===== config.mk =====
export PLATFORM = sky130hd
export DESIGN_NAME = pwm3_capcmp
export DESIGN_NICKNAME = d
export VERILOG_FILES = /design/src/rtl/pwm3_pkg.sv /design/src/rtl/pwm3_timer.sv /design/src/rtl/pwm3_chan.sv /design/src/rtl/pwm3_capcmp.sv
export SDC_FILE = /design/constraint.sdc
export NUM_CORES = 1
export LEC_CHECK = 0
export CAP_MARGIN = 10
export CORE_ASPECT_RATIO = 1.25
export CORE_MARGIN = 5
export CORE_UTILIZATION = 50
export DETAILED_ROUTE_END_ITERATION = 10
export GPL_ROUTABILITY_DRIVEN = 0
export GPL_TIMING_DRIVEN = 1
export PLACE_DENSITY = 0.68
export SLEW_MARGIN = 40
export SYNTH_ARGS = -nofsm -noshare
export SYNTH_HDL_FRONTEND = slang
export SYNTH_SLANG_ARGS = --single-unit

===== constraint.sdc =====
create_clock -name clk -period 3.2 [get_ports clk]
set_input_delay 0.64 -clock clk [delete_from_list [all_inputs] [get_ports clk]]
set_output_delay 0.64 -clock clk [all_outputs]
set_load 0.1 [all_outputs]

===== src/rtl/pwm3_pkg.sv =====
package pwm3_pkg;
    localparam logic [3:0] A_CTRL  = 4'd0;
    localparam logic [3:0] A_PER16 = 4'd1;
    localparam logic [3:0] A_OFS16 = 4'd2;
    localparam logic [3:0] A_PER10 = 4'd3;
    localparam logic [3:0] A_OFS10 = 4'd4;
    localparam logic [3:0] A_CMP10 = 4'd5;
    localparam logic [3:0] A_CHAN  = 4'd6;
    localparam logic [3:0] A_DEAD  = 4'd9;
    localparam logic [3:0] A_EDGE  = 4'd10;
    localparam logic [3:0] A_PASS  = 4'd11;
    localparam logic [3:0] A_TRAP  = 4'd12;

    typedef enum logic {TS_RUN, TS_HOLD} trap_state_t;
endpackage


===== src/rtl/pwm3_timer.sv =====
module pwm3_timer #(
    parameter int W    = 16,
    parameter int NCMP = 1,
    parameter int PSW  = 2
) (
    input  logic                      clk,
    input  logic                      rst_n,
    input  logic                      run,
    input  logic [PSW-1:0]            psel,
    input  logic [W-1:0]              per_sh,
    input  logic [W-1:0]              ofs,
    input  logic [NCMP-1:0][W-1:0]    cmp_sh,
    output logic [W-1:0]              cnt,
    output logic [NCMP-1:0][W-1:0]    cmp_act,
    output logic                      tick
);
    localparam int PCW = (1 << PSW) - 1;

    logic [PCW-1:0] pre_q, mask;
    logic [W-1:0]   per_act;
    logic           wrap, load;

    always_comb begin
        mask = PCW'((32'd1 << psel) - 32'd1);
        tick = run && ((pre_q & mask) == mask);
        wrap = tick && (cnt == per_act);
        load = !run || wrap;
    end

    always_ff @(posedge clk or negedge rst_n) begin
        if (!rst_n) begin
            pre_q   <= '0;
            cnt     <= '0;
            per_act <= '0;
            cmp_act <= '0;
        end else begin
            pre_q <= run ? pre_q + 1'b1 : '0;
            if (!run)
                cnt <= ofs;
            else if (tick)
                cnt <= wrap ? ofs : cnt + 1'b1;
            if (load) begin
                per_act <= per_sh;
                cmp_act <= cmp_sh;
            end
        end
    end


    count_step_chk: assert property (@(posedge clk) disable iff (!rst_n)
        (run && tick && cnt != per_act) |=> cnt == $past(cnt) + 1'b1);

    shadow_hold_chk: assert property (@(posedge clk) disable iff (!rst_n)
        (run && !(tick && cnt == per_act)) |=> $stable(cmp_act));
endmodule


===== src/rtl/pwm3_chan.sv =====
module pwm3_chan #(
    parameter int W   = 16,
    parameter int DTW = 8
) (
    input  logic           clk,
    input  logic           rst_n,
    input  logic           run,
    input  logic           cap_mode,
    input  logic [W-1:0]   cnt,
    input  logic [W-1:0]   cmp,
    input  logic           tick,
    input  logic [DTW-1:0] dead,
    input  logic           pin,
    input  logic [1:0]     esel,
    output logic           out_p,
    output logic           out_n,
    output logic           cap_hit
);
    logic           raw, raw_q, settled;
    logic [DTW-1:0] dcnt;
    logic [2:0]     sync_q;

    always_comb begin
        raw     = run && !cap_mode && (cnt < cmp);
        settled = (dcnt == '0);
        out_p   = !cap_mode && raw_q && settled;
        out_n   = !cap_mode && !raw_q && settled;
        cap_hit = cap_mode && ((esel[0] && sync_q[1] && !sync_q[2]) ||
                               (esel[1] && !sync_q[1] && sync_q[2]));
    end

    always_ff @(posedge clk or negedge rst_n) begin
        if (!rst_n) begin
            raw_q  <= 1'b0;
            dcnt   <= '0;
            sync_q <= '0;
        end else begin
            raw_q  <= raw;
            sync_q <= {sync_q[1:0], pin};
            if (raw != raw_q)
                dcnt <= dead;
            else if (tick && !settled)
                dcnt <= dcnt - 1'b1;
        end
    end


    gap_hi_chk: assert property (@(posedge clk) disable iff (!rst_n)
        (dead != '0 && $rose(out_p)) |-> !$past(out_n));

    gap_lo_chk: assert property (@(posedge clk) disable iff (!rst_n)
        (dead != '0 && $rose(out_n)) |-> !$past(out_p));
endmodule


===== src/rtl/pwm3_capcmp.sv =====
module pwm3_capcmp
    import pwm3_pkg::*;
#(
    parameter int W16 = 16,
    parameter int W10 = 10,
    parameter int DTW = 8,
    parameter int NCH = 3,
    parameter int AW  = 4
) (
    input  logic           clk,
    input  logic           rst_n,
    input  logic           bus_we,
    input  logic [AW-1:0]  bus_addr,
    input  logic [W16-1:0] bus_wdata,
    output logic [W16-1:0] bus_rdata,
    input  logic [NCH-1:0] cap_in,
    input  logic           trap_n,
    output logic [NCH-1:0] pwm_hi,
    output logic [NCH-1:0] pwm_lo,
    output logic           pwm10
);
    localparam int DW  = W16;
    localparam int NPO = 2 * NCH + 1;

    logic [7:0]               ctrl_q;
    logic [W16-1:0]           per16_q, ofs16_q, cnt16;
    logic [W10-1:0]           per10_q, ofs10_q, cmp10_q, cnt10;
    logic [NCH-1:0][W16-1:0]  chreg_q, cmp16_act;
    logic [0:0][W10-1:0]      c10_sh, c10_act;
    logic [DTW-1:0]           dead_q;
    logic [2*NCH-1:0]         esel_q;
    logic [NPO-1:0]           pass_q;
    logic [NCH-1:0]           hp, hn, hit;
    logic                     tick16, tick10, raw10, mod, safe, clr_wr;
    trap_state_t              state_q, state_d;

    assign c10_sh[0] = cmp10_q;
    assign clr_wr    = bus_we && bus_addr == A_TRAP && bus_wdata[0];

    pwm3_timer #(.W(W16), .NCMP(NCH), .PSW(2)) u_t16 (
        .clk(clk), .rst_n(rst_n), .run(ctrl_q[2]), .psel(ctrl_q[1:0]),
        .per_sh(per16_q), .ofs(ofs16_q), .cmp_sh(chreg_q),
        .cnt(cnt16), .cmp_act(cmp16_act), .tick(tick16));

    pwm3_timer #(.W(W10), .NCMP(1), .PSW(2)) u_t10 (
        .clk(clk), .rst_n(rst_n), .run(ctrl_q[3]), .psel(ctrl_q[1:0]),
        .per_sh(per10_q), .ofs(ofs10_q), .cmp_sh(c10_sh),
        .cnt(cnt10), .cmp_act(c10_act), .tick(tick10));

    for (genvar i = 0; i < NCH; i++) begin : g_ch
        pwm3_chan #(.W(W16), .DTW(DTW)) u_ch (
            .clk(clk), .rst_n(rst_n), .run(ctrl_q[2]), .cap_mode(ctrl_q[4+i]),
            .cnt(cnt16), .cmp(cmp16_act[i]), .tick(tick16), .dead(dead_q),
            .pin(cap_in[i]), .esel(esel_q[2*i +: 2]),
            .out_p(hp[i]), .out_n(hn[i]), .cap_hit(hit[i]));


        capture_chk: assert property (@(posedge clk) disable iff (!rst_n)
            (hit[i] && !(bus_we && bus_addr == AW'(A_CHAN + i)))
            |=> chreg_q[i] == $past(cnt16));
    end

    always_ff @(posedge clk or negedge rst_n) begin
        if (!rst_n) begin
            ctrl_q  <= '0;
            per16_q <= '0;
            ofs16_q <= '0;
            per10_q <= '0;
            ofs10_q <= '0;
            cmp10_q <= '0;
            chreg_q <= '0;
            dead_q  <= '0;
            esel_q  <= '0;
            pass_q  <= '0;
        end else begin
            for (int i = 0; i < NCH; i++)
                if (hit[i]) chreg_q[i] <= cnt16;
            if (bus_we) begin
                unique case (bus_addr)
                    A_CTRL:  ctrl_q  <= bus_wdata[7:0];
                    A_PER16: per16_q <= bus_wdata;
                    A_OFS16: ofs16_q <= bus_wdata;
                    A_PER10: per10_q <= bus_wdata[W10-1:0];
                    A_OFS10: ofs10_q <= bus_wdata[W10-1:0];
                    A_CMP10: cmp10_q <= bus_wdata[W10-1:0];
                    A_DEAD:  dead_q  <= bus_wdata[DTW-1:0];
                    A_EDGE:  esel_q  <= bus_wdata[2*NCH-1:0];
                    A_PASS:  pass_q  <= bus_wdata[NPO-1:0];
                    default: begin
                        for (int i = 0; i < NCH; i++)
                            if (bus_addr == AW'(A_CHAN + i)) chreg_q[i] <= bus_wdata;
                    end
                endcase
            end
        end
    end

    always_comb begin
        bus_rdata = '0;
        unique case (bus_addr)
            A_CTRL:  bus_rdata = DW'(ctrl_q);
            A_PER16: bus_rdata = per16_q;
            A_OFS16: bus_rdata = ofs16_q;
            A_PER10: bus_rdata = DW'(per10_q);
            A_OFS10: bus_rdata = DW'(ofs10_q);
            A_CMP10: bus_rdata = DW'(cmp10_q);
            A_DEAD:  bus_rdata = DW'(dead_q);
            A_EDGE:  bus_rdata = DW'(esel_q);
            A_PASS:  bus_rdata = DW'(pass_q);
            A_TRAP:  bus_rdata = DW'(state_q == TS_HOLD);
            default: begin
                for (int i = 0; i < NCH; i++)
                    if (bus_addr == AW'(A_CHAN + i)) bus_rdata = chreg_q[i];
            end
        endcase
    end

    // trap state register
    always_ff @(posedge clk or negedge rst_n) begin
        if (!rst_n) state_q <= TS_RUN;
        else        state_q <= state_d;
    end

    // trap next state and outputs
    always_comb begin
        state_d = state_q;
        unique case (state_q)
            TS_RUN:  if (!trap_n)          state_d = TS_HOLD;
            TS_HOLD: if (clr_wr && trap_n) state_d = TS_RUN;
            default: state_d = TS_RUN;
        endcase
        safe  = (state_q == TS_HOLD) || !trap_n;
        raw10 = ctrl_q[3] && (cnt10 < c10_act[0]);
        mod   = !ctrl_q[7] || raw10;
        if (safe) begin
            pwm_hi = pass_q[NCH-1:0];
            pwm_lo = pass_q[2*NCH-1:NCH];
            pwm10  = pass_q[2*NCH];
        end else begin
            pwm_hi = hp & {NCH{mod}};
            pwm_lo = hn & {NCH{mod}};
            pwm10  = raw10;
        end
    end


    trap_force_chk: assert property (@(posedge clk) disable iff (!rst_n)
        !trap_n |-> {pwm10, pwm_lo, pwm_hi} == pass_q);

    trap_latch_chk: assert property (@(posedge clk) disable iff (!rst_n)
        !trap_n |=> state_q == TS_HOLD);

    no_overlap_chk: assert property (@(posedge clk) disable iff (!rst_n)
        (pwm_hi & pwm_lo & ~pass_q[NCH-1:0]) == '0);
endmodule


**Word-level counts from Yosys, hierarchy flattened**

Cells that the tools add are included.

- Memory bits (read-only): 0
- Output and inout port bits: 23
- Word-level logic and storage cells: 190
- Flip-flop bits (word level): 292
- Latch bits: 0
- RAM bits: 0
- Input port bits: 27
- Memories kept: 0

- Add/sub/neg operators: 8
- Reduce and logical (&&, ||, !) cells: 87
- Div/mod/pow operators: 0
- Bitwise gates (word level): 5
- $lt $le $gt $ge: 4
- Eq/ne operators: 21
- Shift operators: 1
- Multipliers: 0
- Multiplexer cells: 32

Operators by type and width:

| kind | number |
|---|---|
| 2-to-1 mux 16 bit | 12 |
| one-hot mux 16 bit (10 select lines) | 1 |
| 2-to-1 mux 48 bit | 2 |
| < comparator 16 bit | 3 |
| 2-to-1 mux 8 bit | 6 |
| logical AND 1 bit | 44 |
| 2-to-1 mux 10 bit | 3 |
| zero test 8 bit | 3 |
| subtractor 8 x 1 -> 8 bit, second input constant | 3 |
| == test 4 bit, second input constant | 5 |
| zero test 1 bit | 19 |
| AND reduction 2 bit | 9 |
| adder 16 x 1 -> 16 bit, second input constant | 1 |
| == test 16 bit | 1 |
| == test 4 x 3 -> 1 bit, second input constant | 4 |
| bitwise AND 3 bit | 4 |
| 2-to-1 mux 3 bit | 4 |
| adder 10 x 1 -> 10 bit, second input constant | 1 |
| == test 10 bit | 1 |
| < comparator 10 bit | 1 |
| OR reduction 9 bit | 1 |
| == test 4 x 2 -> 1 bit, second input constant | 2 |
| logical OR 1 bit | 7 |
| adder 3 x 1 -> 3 bit, second input constant | 2 |
| 11 further kinds | 19 |

**Logic depth before layout (Yosys ltp)**

- Word-level depth: 9
- Mapped depth: 9
- Mapped depth without buffers: 8

**Cells and area by module**

Synthesis repeated with hierarchy kept, for this count alone.

- Cell total of the unflattened synthesis: 1574
- Area, all modules: 16045.4 µm²

Modules (own cells, without submodules):

| module | seq. area each (µm²) | times used | cells an instance | area an instance (µm²) |
|---|---|---|---|---|
| pwm3_capcmp | 3503.4 | 1 | 648 | 7353.3 |
| pwm3_timer (u_t16) | 2077.0 | 1 | 437 | 3829.9 |
| pwm3_chan (g_ch[0].u_ch ...) | 300.3 | 2 | 115 | 1059.8 |
| pwm3_timer (u_t10) | 825.8 | 1 | 145 | 1694.1 |
| pwm3_chan (g_ch[2].u_ch) | 300.3 | 1 | 114 | 1048.5 |

**Worst setup path after synthesis**

No wires, ideal clock.

- Kind: register -> output
- Start point: register g_ch[1].u_ch.dcnt[4]
- End point: output port pwm_lo[1]
- Data required time: 2.560 ns
- Setup slack: -2.042 ns
- Path buffers: 1
- Arrival: 4.602 ns
- Cell stages (with the launch flop): 5
- Path through: dfrtp_1 or4_1 buf_2 or4b_4 o41ai_1

- Word-level cells in the longest chain between the ends: 4

Ends and longest elaborated chain:

| item | RTL line | RTL |
|---|---|---|
| start, declared | pwm3_chan.sv:20 | `logic [DTW-1:0] dcnt;` |
| start signal, assigned | pwm3_chan.sv:43 | `dcnt <= dcnt - 1'b1;` |
| zero test 8 bit | pwm3_chan.sv:25 | `settled = (dcnt == '0);` |
| logical AND 1 bit | pwm3_chan.sv:27 | `out_n = !cap_mode && !raw_q && settled;` |
| bitwise AND 3 bit | pwm3_capcmp.sv:141 | `pwm_lo = hn & {NCH{mod}};` |
| 2-to-1 mux 3 bit | pwm3_capcmp.sv:135 | `if (safe) begin` |
| end, declared | pwm3_capcmp.sv:19 | `output logic [NCH-1:0] pwm_lo,` |

No other way between the ends.

**Worst setup path in the final report**

Same ends and word-level chain as after synthesis.

==> results.py <==
metrics = {
    "sta": {
        "rsz0062_at_grt": "yes",
        "period_needed_ns": 3.28,
        "fmax_mhz": 305,
        "hold_violations": 0,
        "finalSetupViolCount": 6,
        "slew_violations": 0,
        "finalSetupTns_ns": -0.309,
        "skew_ns": 0.0156,
        "setup_slack_ns": -0.0781,
        "tightest_slew_ns": 0.767,
        "finalCritPeriodShare": 1.02,
        "slew_headroom": 0.487,
    },
    "power_and_ir_drop": {
        "peakVddDrop_uv": 513,
        "pwr_density_cell_mw_per_mm2": 888,
        "p_leak_nw": 8.37,
    },
    "route": {
        "via_per_inst": 6.06,
        "dr.pass1.iters": 9,
        "antenna_left": 0,
        "wire_per_inst_um": 22.7,
        "drc": 0,
        "route.vias.total": 12400,
        "initialDrtViolationCount": 1341,
        "routed_wl_mm": 46.6,
    },
    "grt": {
        "gr-usage-all-layers": 0.272,
        "grt_max_degree": 77,
        "grt_overflow": 0,
        "antenna_found_initial": 0,
        "first_global_vias": 12500,
        "grt_pass1_wl_mm": 73.3,
    },
    "critical_path": {
        "worst_setup_path_start_kind": "flip-flop",
        "r2r_slack_ns": 0.30,
        "r2r_cells": 6,
        "critPathCapture": "pwm_lo[1]",
        "r2r-start": "u_t16.cnt[12]",
        "required_ns": 2.56,
        "r2r_end": "g_ch[1].u_ch.dcnt[5]",
        "cp_data_arrival_time_ns": 2.64,
        "startpoint": "g_ch[1].u_ch.dcnt[4]",
        "timing_worst_setup_path_type": "reg2out",
        "endpoint_kind": "output pin",
        "critPathMaxFanout": 4,
    },
    "run_status": {
        "violations": "setup timing",
        "status": "finished with violations",
    },
    "die": {
        "die_area_mm2": 0.0341,
        "num_rows": 71,
        "fp.dieH_um": 205,
        "initial_core_util": 0.506,
        "io_pins": 50,
        "die_w_um": 166,
        "coreArea_mm2": 0.0301,
    },
    "finish": {
        "fillers": 2419,
        "regArea_mm2": 0.00731,
        "fin_util": 0.613,
        "syn2layout_area_growth_pct": 21.2,
        "multi_input_area_mm2": 0.00762,
        "fin_nets": 1716,
        "n_antenna_cell": 0,
        "drive_above_1_share": 0.233,
    },
    "worst_hold_path": {
        "min_path_type": "in2async",
    },
    "clocking": {
        "clock_sinks": 292,
        "ctsHoldBuffers": 0,
        "cts_made_buffers": 31,
        "clkTransAtPathRegs_ns": 0.06,
        "cts_tree": "built",
        "htree_levels": 1,
        "cts-root-buf": "clkbuf_16",
        "insertion_delay_ns": 0.57,
        "clock_tree.buffer_depth": 3,
    },
    "synth": {
        "synth_edf_count": 0,
        "synth_seq_cells": 292,
        "yosysWarningCount": 0,
        "syn-mean-instance-area_um2": 10.1,
        "synthArstFlopShare": 1.00,
        "ys_seq_area_frac": 0.480,
        "mappedNetlistArea_mm2": 0.0152,
        "syn_nets": 1601,
        "ys.flop_type": "dfrtp_1",
        "syn_inst": 1513,
        "synth.distinct_cells": 77,
    },
    "job": {
        "max_cap_violations": 0,
    },
    "place": {
        "dp_slack_ns": -0.340,
        "dp_hpwl_mm": 33.4,
        "port_buffers": 49,
    },
}
layout make-up:
| cell class | instances | area share |
|---|---|---|
| Multi-Input combinational cell | 1058 | 0.413 |
| Sequential cell | 292 | 0.396 |
| Clock buffer | 42 | 0.0475 |
| Timing Repair Buffer | 166 | 0.0950 |
| Tap cell | 401 | 0.0272 |
| Inverter | 79 | 0.0161 |
| Clock inverter | 10 | 0.00583 |
registers in the layout, indices dropped and copies added (netlist names), 7 cells and up:
signal and flops:
chreg_q 48, u_t16.cmp_act 48, g_ch.u_ch.dcnt 24, ofs16_q 16
per16_q 16, u_t16.cnt 16, u_t16.per_act 16, c10_sh 10
ofs10_q 10, per10_q 10, u_t10.cmp_act 10, u_t10.cnt 10
u_t10.per_act 10, g_ch.u_ch.sync_q 9, ctrl_q 8, dead_q 8
pass_q 7
per-stage QoR:
| step | instances | hold WS (ns) | instance area [um2] | total power (W) |
|---|---|---|---|---|
| CTS | 2048 | 0.0767 | 18400 | 0.0163 |
| finish | 2048 | 0.0623 | 18500 | 0.0164 |
| global route | 2048 | 0.112 | 18500 | 0.0174 |
| floorplan | 1513 | 0.331 | 15400 | 0.0101 |
| detailed placement | 1984 | 0.336 | 17100 | 0.0125 |
| global placement | 1984 | 0.334 | 17100 | 0.0122 |
timing repair:
action                                 in CTS  in global routing
gates resized for setup                    48                 12
endpoints found under the hold margin       0                  0
setup buffers                              11                  0
gates cloned                                1                  0
setup endpoints to repair                  22                 12
pin swaps                                  23                  7
layer usage:
metal	vias to the layer above	routed length (um)	global-route usage	part of all wire
li1	5606	-	-	-
met1	6031	18100	0.349	0.39
met2	627	22000	0.449	0.47
met3	155	3770	0.0457	0.081
met4	0	2730	0.133	0.059
met5	-	0	0	0
placed cells by master (no fill, tap or decap), types with 8 or more instances in the layout:
master	Yosys	layout
buf_12	0	32
nor2_1	61	56
nor4_1	9	8
o21ai_0	122	117
nand2_1	244	242
a22oi_1	19	19
dfrtp_1	292	290
clkdlybuf4s50_1	0	21
a222oi_1	23	23
inv_1	79	76
a21oi_1	55	43
xor2_1	23	23
nand4_1	14	14
nor2b_1	10	9
mux2i_1	52	52
mux2_2	127	127
nand3_1	28	28
a21oi_2	1	8
nand2b_1	12	10
o22ai_1	10	10
o21ai_1	25	25
ha_1	61	56
xnor2_1	13	13
buf_4	5	102
clkbuf_16	0	31
a22o_1	8	8
nor3_1	20	17
worst min path at each step:
stage | end | cells after the start
2_1_floorplan | g_ch[0].u_ch.sync_q[1] | 0
3_3_place_gp | g_ch[2].u_ch.sync_q[1] | 0
3_5_place_dp | g_ch[1].u_ch.sync_q[1] | 0
4_1_cts | g_ch[1].u_ch.dcnt[4] | 1
5_1_grt | g_ch[1].u_ch.dcnt[6] | 1
6_report | g_ch[1].u_ch.dcnt[4] | 1
where the power goes:
| part | leakage, nW | internal, W | total [W] | switching (W) |
|---|---|---|---|---|
| clock network | 0.492 | 0.00206 | 0.00357 | 0.00151 |
| logic | 4.30 | 0.00284 | 0.00638 | 0.00354 |
| registers | 3.58 | 0.00506 | 0.00644 | 0.00138 |
cell usage after synthesis (all sizes together), types with 3 or more instances:
cell    count  area [um2]
a211oi      4        30.0
a21o        5        37.5
a21oi      56         284
a222oi     23         230
a22o        8        70.1
a22oi      19         143
a311oi      3        43.8
a31oi       4        25.0
a32oi       4        35.0
and2        8        50.1
and3        6        37.5
buf        29         168
clkbuf     55         206
dfrtp     292        7310
ha         61         763
inv        79         297
mux2      129        1460
mux2i      52         521
nand2     244         916
nand2b     12        75.1
nand3      28         140
nand3b      4        30.0
nand4      14        87.6
nor2       62         235
nor2b      10        62.6
nor3       24         140
nor3b       6        45.0
nor4       10        68.8
nor4b       4        50.1
o211ai      5        37.5
o21a        6        45.0
o21ai     148         744
o22ai      10        62.6
o31ai       9        67.6
o41ai       3        26.3
or3         5        31.3
or4         5        37.5
xnor2      16         174
xor2       23         201
cell families (layout without fill, tap and decap cells):
kind of cell    count (synthesis)  after routing  synth area share
mux                           181            181             0.130
buf+inv                       163            297            0.0440
xor+xnor                       39             39            0.0246
simple gates                  447            447             0.135
fa+ha+maj                      61             61            0.0501
flops                         292            292             0.480
compound gates                330            330             0.137
worst max-delay path, cell delays in order (launching register included):
cell and delay [ns]:
dfrtp_1 0.41, or4_4 0.53, or4b_4 0.59, o41ai_4 0.31, buf_12 0.22
No activity file was read; power rests on OpenSTA's default activity.
